**src/rtl/dma_block_pkg.sv**
```systemverilog
package dma_block_pkg;
  localparam int WORD_W  = 32;
  localparam int LANES   = WORD_W / 8;
  localparam int LANE_W  = $clog2(LANES);

  localparam logic [31:0] CODE_TX     = 32'h0100_0201;
  localparam logic [31:0] CODE_RX     = 32'h0100_0200;
  localparam logic [31:0] CODE_RX_ALT = 32'h4100_0200;
  localparam int          BUSY_BIT    = 24;

  localparam logic [1:0] SEL_ADDR = 2'd0;
  localparam logic [1:0] SEL_BLK  = 2'd1;
  localparam logic [1:0] SEL_CTRL = 2'd2;
  localparam logic [1:0] SEL_STAT = 2'd3;

  typedef enum logic [2:0] {
    ST_IDLE,
    ST_MRD,
    ST_TXS,
    ST_RXW,
    ST_MWR,
    ST_FIN
  } eng_state_t;
endpackage

```
**src/rtl/dma_block_regs.sv**
```systemverilog
module dma_block_regs
  import dma_block_pkg::*;
#(
  parameter int ADDR_W = 16,
  parameter int CNT_W  = 16
) (
  input  logic                clk,
  input  logic                rst,
  input  logic                wr_en,
  input  logic [1:0]          wr_sel,
  input  logic [31:0]         wr_data,
  input  logic [1:0]          rd_sel,
  output logic [31:0]         rd_data,
  output logic                irq,
  output logic                busy,
  output logic                sticky,
  output logic                start,
  output logic                dir_tx,
  output logic [ADDR_W-1:0]   base_addr,
  output logic [CNT_W-1:0]    blk_count,
  output logic [CNT_W-1:0]    blk_size,
  input  logic                done,
  input  logic [ADDR_W-1:0]   final_addr
);
  logic [ADDR_W-1:0]  madr_q;
  logic [2*CNT_W-1:0] blk_q;
  logic [31:0]        ctrl_q;
  logic               stat_q;
  logic               code_ok;

  assign code_ok = (wr_data == CODE_TX) || (wr_data == CODE_RX) ||
                   (wr_data == CODE_RX_ALT);

  always_ff @(posedge clk) begin
    if (rst) begin
      madr_q  <= '0;
      blk_q   <= '0;
      ctrl_q  <= '0;
      stat_q  <= 1'b0;
      irq     <= 1'b0;
      start   <= 1'b0;
      rd_data <= '0;
    end else begin
      irq   <= 1'b0;
      start <= 1'b0;
      if (wr_en) begin
        case (wr_sel)
          SEL_ADDR: if (!ctrl_q[BUSY_BIT]) madr_q <= wr_data[ADDR_W-1:0];
          SEL_BLK:  if (!ctrl_q[BUSY_BIT]) blk_q <= wr_data[2*CNT_W-1:0];
          SEL_CTRL: if (!ctrl_q[BUSY_BIT]) begin
            if (code_ok) begin
              ctrl_q <= wr_data;
              start  <= 1'b1;
            end else begin
              ctrl_q <= wr_data & ~(32'd1 << BUSY_BIT);
            end
          end
          default:  if (wr_data[0]) stat_q <= 1'b0;
        endcase
      end
      if (done) begin
        ctrl_q[BUSY_BIT] <= 1'b0;
        madr_q           <= final_addr;
        irq              <= 1'b1;
        stat_q           <= 1'b1;
      end
      case (rd_sel)
        SEL_ADDR: rd_data <= 32'(madr_q);
        SEL_BLK:  rd_data <= 32'(blk_q);
        SEL_CTRL: rd_data <= ctrl_q;
        default:  rd_data <= {31'd0, stat_q};
      endcase
    end
  end

  assign busy      = ctrl_q[BUSY_BIT];
  assign sticky    = stat_q;
  assign dir_tx    = ctrl_q[0];
  assign base_addr = madr_q;
  assign blk_count = blk_q[2*CNT_W-1:CNT_W];
  assign blk_size  = blk_q[CNT_W-1:0];
endmodule

```
**src/rtl/dma_block_engine.sv**
```systemverilog
module dma_block_engine
  import dma_block_pkg::*;
#(
  parameter int ADDR_W = 16,
  parameter int CNT_W  = 16
) (
  input  logic                clk,
  input  logic                rst,
  input  logic                start,
  input  logic                dir_tx,
  input  logic [ADDR_W-1:0]   base_addr,
  input  logic [CNT_W-1:0]    blk_count,
  input  logic [CNT_W-1:0]    blk_size,
  output logic                done,
  output logic [ADDR_W-1:0]   final_addr,
  output logic                mem_req,
  output logic                mem_we,
  output logic [ADDR_W-3:0]   mem_addr,
  output logic [LANES-1:0]    mem_be,
  output logic [WORD_W-1:0]   mem_wdata,
  input  logic [WORD_W-1:0]   mem_rdata,
  input  logic                mem_gnt,
  output logic                tx_valid,
  input  logic                tx_ready,
  output logic [7:0]          tx_data,
  input  logic                rx_valid,
  output logic                rx_ready,
  input  logic [7:0]          rx_data
);
  localparam int PROD_W = 2 * CNT_W;
  localparam int LEN_W  = PROD_W + LANE_W;

  eng_state_t        state_q;
  logic [ADDR_W-1:0] cur_q;
  logic [LEN_W-1:0]  left_q;
  logic [7:0]        byte_q;
  logic              tx_q;
  logic [PROD_W-1:0] prod;
  logic [LEN_W-1:0]  total;
  logic              last;
  eng_state_t        next_beat;

  assign prod      = PROD_W'(blk_count) * PROD_W'(blk_size);
  assign total     = {prod, {LANE_W{1'b0}}};
  assign last      = (left_q == LEN_W'(1));
  assign next_beat = last ? ST_FIN : (tx_q ? ST_MRD : ST_RXW);

  always_ff @(posedge clk) begin
    if (rst) begin
      state_q <= ST_IDLE;
      cur_q   <= '0;
      left_q  <= '0;
      byte_q  <= '0;
      tx_q    <= 1'b0;
    end else begin
      case (state_q)
        ST_IDLE: if (start) begin
          cur_q  <= base_addr;
          left_q <= total;
          tx_q   <= dir_tx;
          if (total == '0) state_q <= ST_FIN;
          else             state_q <= dir_tx ? ST_MRD : ST_RXW;
        end
        ST_MRD: if (mem_gnt) begin
          byte_q  <= mem_rdata[8*cur_q[LANE_W-1:0] +: 8];
          state_q <= ST_TXS;
        end
        ST_TXS: if (tx_ready) begin
          cur_q   <= cur_q + 1'b1;
          left_q  <= left_q - 1'b1;
          state_q <= next_beat;
        end
        ST_RXW: if (rx_valid) begin
          byte_q  <= rx_data;
          state_q <= ST_MWR;
        end
        ST_MWR: if (mem_gnt) begin
          cur_q   <= cur_q + 1'b1;
          left_q  <= left_q - 1'b1;
          state_q <= next_beat;
        end
        default: state_q <= ST_IDLE;
      endcase
    end
  end

  assign mem_req    = (state_q == ST_MRD) || (state_q == ST_MWR);
  assign mem_we     = (state_q == ST_MWR);
  assign mem_addr   = cur_q[ADDR_W-1:LANE_W];
  assign mem_be     = mem_we ? (LANES'(1) << cur_q[LANE_W-1:0]) : '1;
  assign mem_wdata  = {LANES{byte_q}};
  assign tx_valid   = (state_q == ST_TXS);
  assign tx_data    = byte_q;
  assign rx_ready   = (state_q == ST_RXW);
  assign done       = (state_q == ST_FIN);
  assign final_addr = cur_q;
endmodule

```
**src/rtl/dma_block_channel.sv**
```systemverilog
module dma_block_channel
  import dma_block_pkg::*;
#(
  parameter int ADDR_W = 16,
  parameter int CNT_W  = 16
) (
  input  logic              clk,
  input  logic              rst,
  input  logic              wr_en,
  input  logic [1:0]        wr_sel,
  input  logic [31:0]       wr_data,
  input  logic [1:0]        rd_sel,
  output logic [31:0]       rd_data,
  output logic              irq,
  output logic              mem_req,
  output logic              mem_we,
  output logic [ADDR_W-3:0] mem_addr,
  output logic [3:0]        mem_be,
  output logic [31:0]       mem_wdata,
  input  logic [31:0]       mem_rdata,
  input  logic              mem_gnt,
  output logic              tx_valid,
  input  logic              tx_ready,
  output logic [7:0]        tx_data,
  input  logic              rx_valid,
  output logic              rx_ready,
  input  logic [7:0]        rx_data
);
  logic              busy_w;
  logic              sticky_w;
  logic              start_w;
  logic              dir_tx_w;
  logic              done_w;
  logic [ADDR_W-1:0] base_w;
  logic [ADDR_W-1:0] final_w;
  logic [CNT_W-1:0]  bcnt_w;
  logic [CNT_W-1:0]  bsize_w;

  dma_block_regs #(.ADDR_W(ADDR_W), .CNT_W(CNT_W)) u_regs (
    .clk(clk), .rst(rst),
    .wr_en(wr_en), .wr_sel(wr_sel), .wr_data(wr_data),
    .rd_sel(rd_sel), .rd_data(rd_data),
    .irq(irq), .busy(busy_w), .sticky(sticky_w),
    .start(start_w), .dir_tx(dir_tx_w),
    .base_addr(base_w), .blk_count(bcnt_w), .blk_size(bsize_w),
    .done(done_w), .final_addr(final_w)
  );

  dma_block_engine #(.ADDR_W(ADDR_W), .CNT_W(CNT_W)) u_eng (
    .clk(clk), .rst(rst),
    .start(start_w), .dir_tx(dir_tx_w),
    .base_addr(base_w), .blk_count(bcnt_w), .blk_size(bsize_w),
    .done(done_w), .final_addr(final_w),
    .mem_req(mem_req), .mem_we(mem_we), .mem_addr(mem_addr),
    .mem_be(mem_be), .mem_wdata(mem_wdata), .mem_rdata(mem_rdata),
    .mem_gnt(mem_gnt),
    .tx_valid(tx_valid), .tx_ready(tx_ready), .tx_data(tx_data),
    .rx_valid(rx_valid), .rx_ready(rx_ready), .rx_data(rx_data)
  );
endmodule

```
**config.mk**
```make
export PLATFORM = sky130hd
export DESIGN_NAME = dma_block_channel
export DESIGN_NICKNAME = d
export VERILOG_FILES = /design/src/rtl/dma_block_pkg.sv /design/src/rtl/dma_block_regs.sv /design/src/rtl/dma_block_engine.sv /design/src/rtl/dma_block_channel.sv
export SDC_FILE = /design/constraint.sdc
export NUM_CORES = 1
export LEC_CHECK = 0
export ABC_AREA = 1
export BUFFER_PORTS_ARGS = -buffer_cell sky130_fd_sc_hd__buf_2
export CORE_MARGIN = 2
export CORE_UTILIZATION = 50
export CTS_BUF_LIST = sky130_fd_sc_hd__clkbuf_2
export DETAILED_ROUTE_END_ITERATION = 7
export PLACE_DENSITY = 0.72
export SYNTH_ARGS = -nofsm -noshare
export SYNTH_HDL_FRONTEND = slang
export SYNTH_SLANG_ARGS = --single-unit
```
**constraint.sdc**
```tcl
create_clock -name clk -period 17.52 [get_ports clk]
set_input_delay 1.752 -clock clk [delete_from_list [all_inputs] [get_ports clk]]
set_output_delay 1.752 -clock clk [all_outputs]
set_load 0.02 [all_outputs]
```
# --- After elaboration in Yosys (flattened, before gate mapping) ---
# Index checks and enable logic that the tools add are counted.
totals:
  reg_bits: 177
  inputBits: 82
  out_inout_bits: 95
  wordCells: 100
op_classes:
  n_addsub: 2
  mul: 1
  eq_ne: 20
  shift: 2
  mux: 35
  bitwise: 3
  reduce_logical: 24
ops:
  columns: ["cell", "count"]
  rows:
  - ["$mux W16", 7]
  - ["$mux W34", 3]
  - ["$pmux W34 S3", 1]
  - ["$pmux W32 S3", 1]
  - ["$eq A32 B25 Y1 const B", 2]
  - ["$mux W25", 2]
  - ["$pmux W16 S3", 1]
  - ["$eq A34 B1 Y1 const B", 1]
  - ["$logic_not A34 Y1", 1]
  - ["$sub A34 B1 Y34 const B", 1]
  - ["$eq A32 B31 Y1 const B", 1]
  - ["$mul A16 B16 Y32", 1]
  - ["$shiftx A32 B6 Y8", 1]
  - ["$mux W3", 7]
  - ["$add A16 B1 Y16 const B", 1]
  - ["$mux W8", 2]
  - ["$pmux W8 S2", 1]
  - ["$pmux W3 S5", 1]
  - ["$reduce_and A3 Y1", 5]
  - ["$ne A2 B2 Y1 const B", 5]
  - ["$reduce_bool A2 Y1", 4]
  - ["$eq A3 B2 Y1 const B", 2]
  - ["$eq A3 B3 Y1 const B", 2]
  - ["$mux W1", 6]
  - ["18 further kinds", 28]

# --- Longest topological paths before layout ---
logic_depth:
  depth_word: 5
  depth_mapped: 33
  depth_no_buf: 31

# --- Modules after synthesis ---
# A second synthesis with hierarchy kept.
hier_totals:
  hier_cells: 2591
  area_unflattened_um2: 18288.8
by_module_without_submodules:
  columns: ["module", "instances", "cells_each", "area_each_um2", "seq_area_each_um2"]
  rows:
  - ["dma_block_engine", 1, 2003, 13822.0, 1241.2]
  - ["dma_block_regs", 1, 588, 4466.8, 2302.2]

# --- Worst setup path before layout ---
# No wires, ideal clock.
synth_path:
  path_kind: "reg-to-reg"
  from: "register u_regs.blk_q[30]"
  to: "register u_eng.state_q[1]"
  setup_time_ns: 0.132
  arrival_ns: 5.534
  t_required_ns: 17.388
  path_slack_ns: 11.854
  stages_incl_launch_ff: 28
  synth_period_minus_slack_ns: 5.666
  path_cell_list: "dfxtp_1 > clkbuf_1 > clkbuf_1 > nand2_1 > fa_1 > fa_1 > inv_1 > fa_1 > inv_1 > fa_1 > fa_1 > fa_1 > inv_1 > ha_1 > nand2_1 > nor2_1 > and2_1 > nand2_1 > nand3_1 > nand2_1 > nor2_1 > nand3_1 > nor2_1 > nand3_1 > nand2_1 > nand2_1 > nand2_1 > a21oi_1"
synth_via:
  elab_chain_cells: 5
synth_rtl:
  columns: ["element", "line_no", "text"]
  rows:
  - ["start: declaration", "dma_block_regs.sv:26", "logic [2*CNT_W-1:0] blk_q;"]
  - ["start signal: assignment", "dma_block_regs.sv:49", "SEL_BLK: if (!ctrl_q[BUSY_BIT]) blk_q <= wr_data[2*CNT_W-1:0];"]
  - ["$mul A16 B16 Y32", "dma_block_engine.sv:43", "assign prod = PROD_W'(blk_count) * PROD_W'(blk_size);"]
  - ["$logic_not A34 Y1", "dma_block_engine.sv:61", "if (total == '0) state_q <= ST_FIN;"]
  - ["$mux W3", "dma_block_engine.sv:61", null]
  - ["$mux W3", "dma_block_engine.sv:57", "ST_IDLE: if (start) begin"]
  - ["$pmux W3 S5", "dma_block_engine.sv:56", "case (state_q)"]
  - ["end signal: assignment", "dma_block_engine.sv:62", "else state_q <= dir_tx ? ST_MRD : ST_RXW;"]
  - ["end signal: assignment", "dma_block_engine.sv:71", "state_q <= next_beat;"]
  - ["end signal: assignment", "dma_block_engine.sv:80", "state_q <= next_beat;"]
  - ["end: declaration", "dma_block_engine.sv:33", "eng_state_t state_q;"]
# Every way passes these cells. The select of a mux whose other input is x is not followed.
# A chain may end at the register's enable or synchronous reset.

# --- Worst setup path in the final report ---
layout_path:
  from: "register u_regs.blk_q[4]"
  to: "register u_eng.state_q[1]"
# The elaborated chain is that of the path after synthesis.

==> results.ini <==
[clock_network]
max-clock-path-buffers = 2
cts-root-buf = clkbuf_2
post_cts_buffers = 0
clock_sinks = 177
cts_hold_buf = 0
clk_pin_slew_ps = 270
htreeDepth = 4
numCtsBuffers = 17
cts_resized = 0
clock_latency_ps = 840
cts_tree = done

[synth]
syn_area_mm2 = 0.0182
yosys.area.top_type = fa_1
synth_cells = 2618
async_flop_share = 0
synth_nets = 3004
synth-edff-count = 0
synth_top_cell_area_share = 0.214
synthDistinctLibCells = 49
ys.flop_type = dfxtp_1
ys_ff_latch = 177
synthTopCellsByArea = fa_1 (21%), dfxtp_1 (20%), nand2_1 (15%), inv_1 (9.6%), ha_1 (7.6%)
synth_area_per_cell_um2 = 6.94
yosysWarnings = 0
ys_seq_area_frac = 0.195

[die]
initial_core_util = 0.509
die_area_mm2 = 0.0379
rows = 69
coreArea_mm2 = 0.0357
ios = 177
dieHeight_um = 195
die-width_um = 195

[pwr]
power.leakage_nw = 9.64
vdd_drop_max_uv = 34.2
powerDensity_mw_per_mm2 = 41.6
finalPower_mw = 0.793

[placement]
hpwlAfterDp_um = 39800
gp_congestion = 0.924
dp.cells = 3088
io_buffer_count = 176
post-place-ws_ps = 11060

[cells_and_area]
antennaDiodeCount = 0
nets = 3032
layout-drive-gt1-share = 0.0978
final_cell_mix = nand2_1 (737), inv_1 (466), fa_1 (194)
layout_commonest_cell = nand2_1
syn_to_final_growth_pct = 4.95
finalNonFillerCells = 3120

[sta]
finalMaxSlewViolations = 0
tightest_slew_ps = 1010
tns_ps = 0
fin_ws_ps = 10930
rsz0062_at_grt = no
min_period_ps = 6590
setup_violations = 0
fin_skew_ps = 62.3
relSlewSlack = 0.322
max_freq_ghz = 0.152
holdWs_ps = 468
hold_viol_final = 0
post-route-period-util = 0.376

[job]
maxCapViolations = 0

[drt]
wl_per_cell_um = 16.1
viasPerCell = 5.32
first_pass_iters = 5
drt_wl_total_um = 50400
drtIter0Drc = 1600
vias = 16600
drc_errors = 0
route.antenna.remaining_nets = 0

[worst_setup_path]
cp_max_fo = 18
start_kind = register
critPathMaxStageDelay_ps = 1030
cpMostUsedCell = nand2_1
worstPathRequired_ps = 18230
slowest_stage = dfxtp_1
crit_path_end_kind = register
crit_type = register to register
crit_arrival_ps = 7300

[global_routing]
grt_pass1_vias = 16600
grt_pass1_wl_um = 84100
grt_max_degree = 86
grt-ovfl-total = 0
grt_util_all_layers = 0.273
antenna_found_initial = 0

[run_status]
status = finished clean

[hold_path]
worstHoldPathType = register to register

==> state kept, by name, indices dropped and copies added (netlist names) <==
signal / cells
u_eng.final_addr: 16
u_eng.left_q: 34
u_eng.state_q: 3
u_eng.tx_data: 8
u_eng.tx_q: 1
u_regs.base_addr: 16
u_regs.blk_q: 32
u_regs.ctrl_q: 32
u_regs.irq: 1
u_regs.rd_data: 32
u_regs.start: 1
u_regs.sticky: 1
==> worst max-delay path: cells and delay by family (launching register included) <==
| family | cells | cell delay, ps |
|---|---|---|
| adder cells (fa/ha/maj) | 7 | 3490 |
| AND/OR/NAND/NOR | 14 | 1760 |
| flip-flops | 1 | 1030 |
| buffers and inverters | 3 | 140 |
| AO/OA/AOI/OAI | 1 | 50 |
==> report_power, final <==
| part | total (mW) | switching (mW) | internal [mW] | leakage (nW) |
|---|---|---|---|---|
| combinational | 0.140 | 0.0880 | 0.0516 | 8.06 |
| sequential | 0.443 | 0.0290 | 0.414 | 1.44 |
| clock | 0.209 | 0.164 | 0.0456 | 0.145 |
==> cell usage after synthesis, types with 12 or more instances <==
cell type	instances
nand2_1	737
inv_1	466
fa_1	194
nor2_1	183
dfxtp_1	177
a21oi_1	153
o21ai_0	129
clkbuf_1	120
ha_1	110
nand3_1	94
buf_4	47
nor3_1	23
nand4_1	20
o211ai_1	18
xor2_1	16
a211oi_1	12
nor4_1	12
==> kinds of logic after synthesis <==
family	count (synthesis)	synth area share
buffers and inverters	656	0.148
XOR/XNOR	27	0.0130
flip-flops	177	0.195
AND/OR/NAND/NOR	1105	0.249
AO/OA/AOI/OAI	349	0.106
adder cells (fa/ha/maj)	304	0.290
==> per-layer routing <==
| metal | global-route usage | part of all wire | up-vias |
|---|---|---|---|
| met1 | 0.372 | 0.44 | 7898 |
| li1 | - | - | 8038 |
| met4 | 0.0746 | 0.021 | 0 |
| met5 | 0 | 0 | - |
| met3 | 0.0361 | 0.066 | 86 |
| met2 | 0.455 | 0.47 | 583 |
==> area by class of cell <==
class                           count  area (um^2)
Sequential cell                   177         3540
Clock inverter                     15          141
Tap cell                          461          577
Clock buffer                       17         85.1
Timing Repair Buffer              189          978
Inverter                          476         1790
Fill cell                        3528        16600
Multi-Input combinational cell   1785        11900
==> final timing paths <==
kind / start / end / slack, ps / depth (start not counted)
max: u_regs.blk_q[4]$_SDFFE_PP0P_ / u_eng.state_q[1]$_SDFFE_PP0P_ / 10930 / 25
min: u_regs.ctrl_q[26]$_SDFFE_PP0P_ / u_regs.rd_data[26]$_SDFF_PP0_ / 470 / 2
max reg2reg: u_regs.blk_q[4]$_SDFFE_PP0P_ / u_eng.state_q[1]$_SDFFE_PP0P_ / 10930 / 25
min reg2reg: u_regs.ctrl_q[26]$_SDFFE_PP0P_ / u_regs.rd_data[26]$_SDFF_PP0_ / 470 / 2
==> through the flow <==
| stage | utilization | area (um^2) |
|---|---|---|
| after floorplan | - | 18200 |
| after global placement | 0.528 | 18800 |
| after detailed placement | 0.528 | 18800 |
| after CTS | 0.534 | 19100 |
| after global routing | 0.534 | 19100 |
| final | 0.534 | 19100 |
Note: power is estimated with default switching activity, not from simulation.
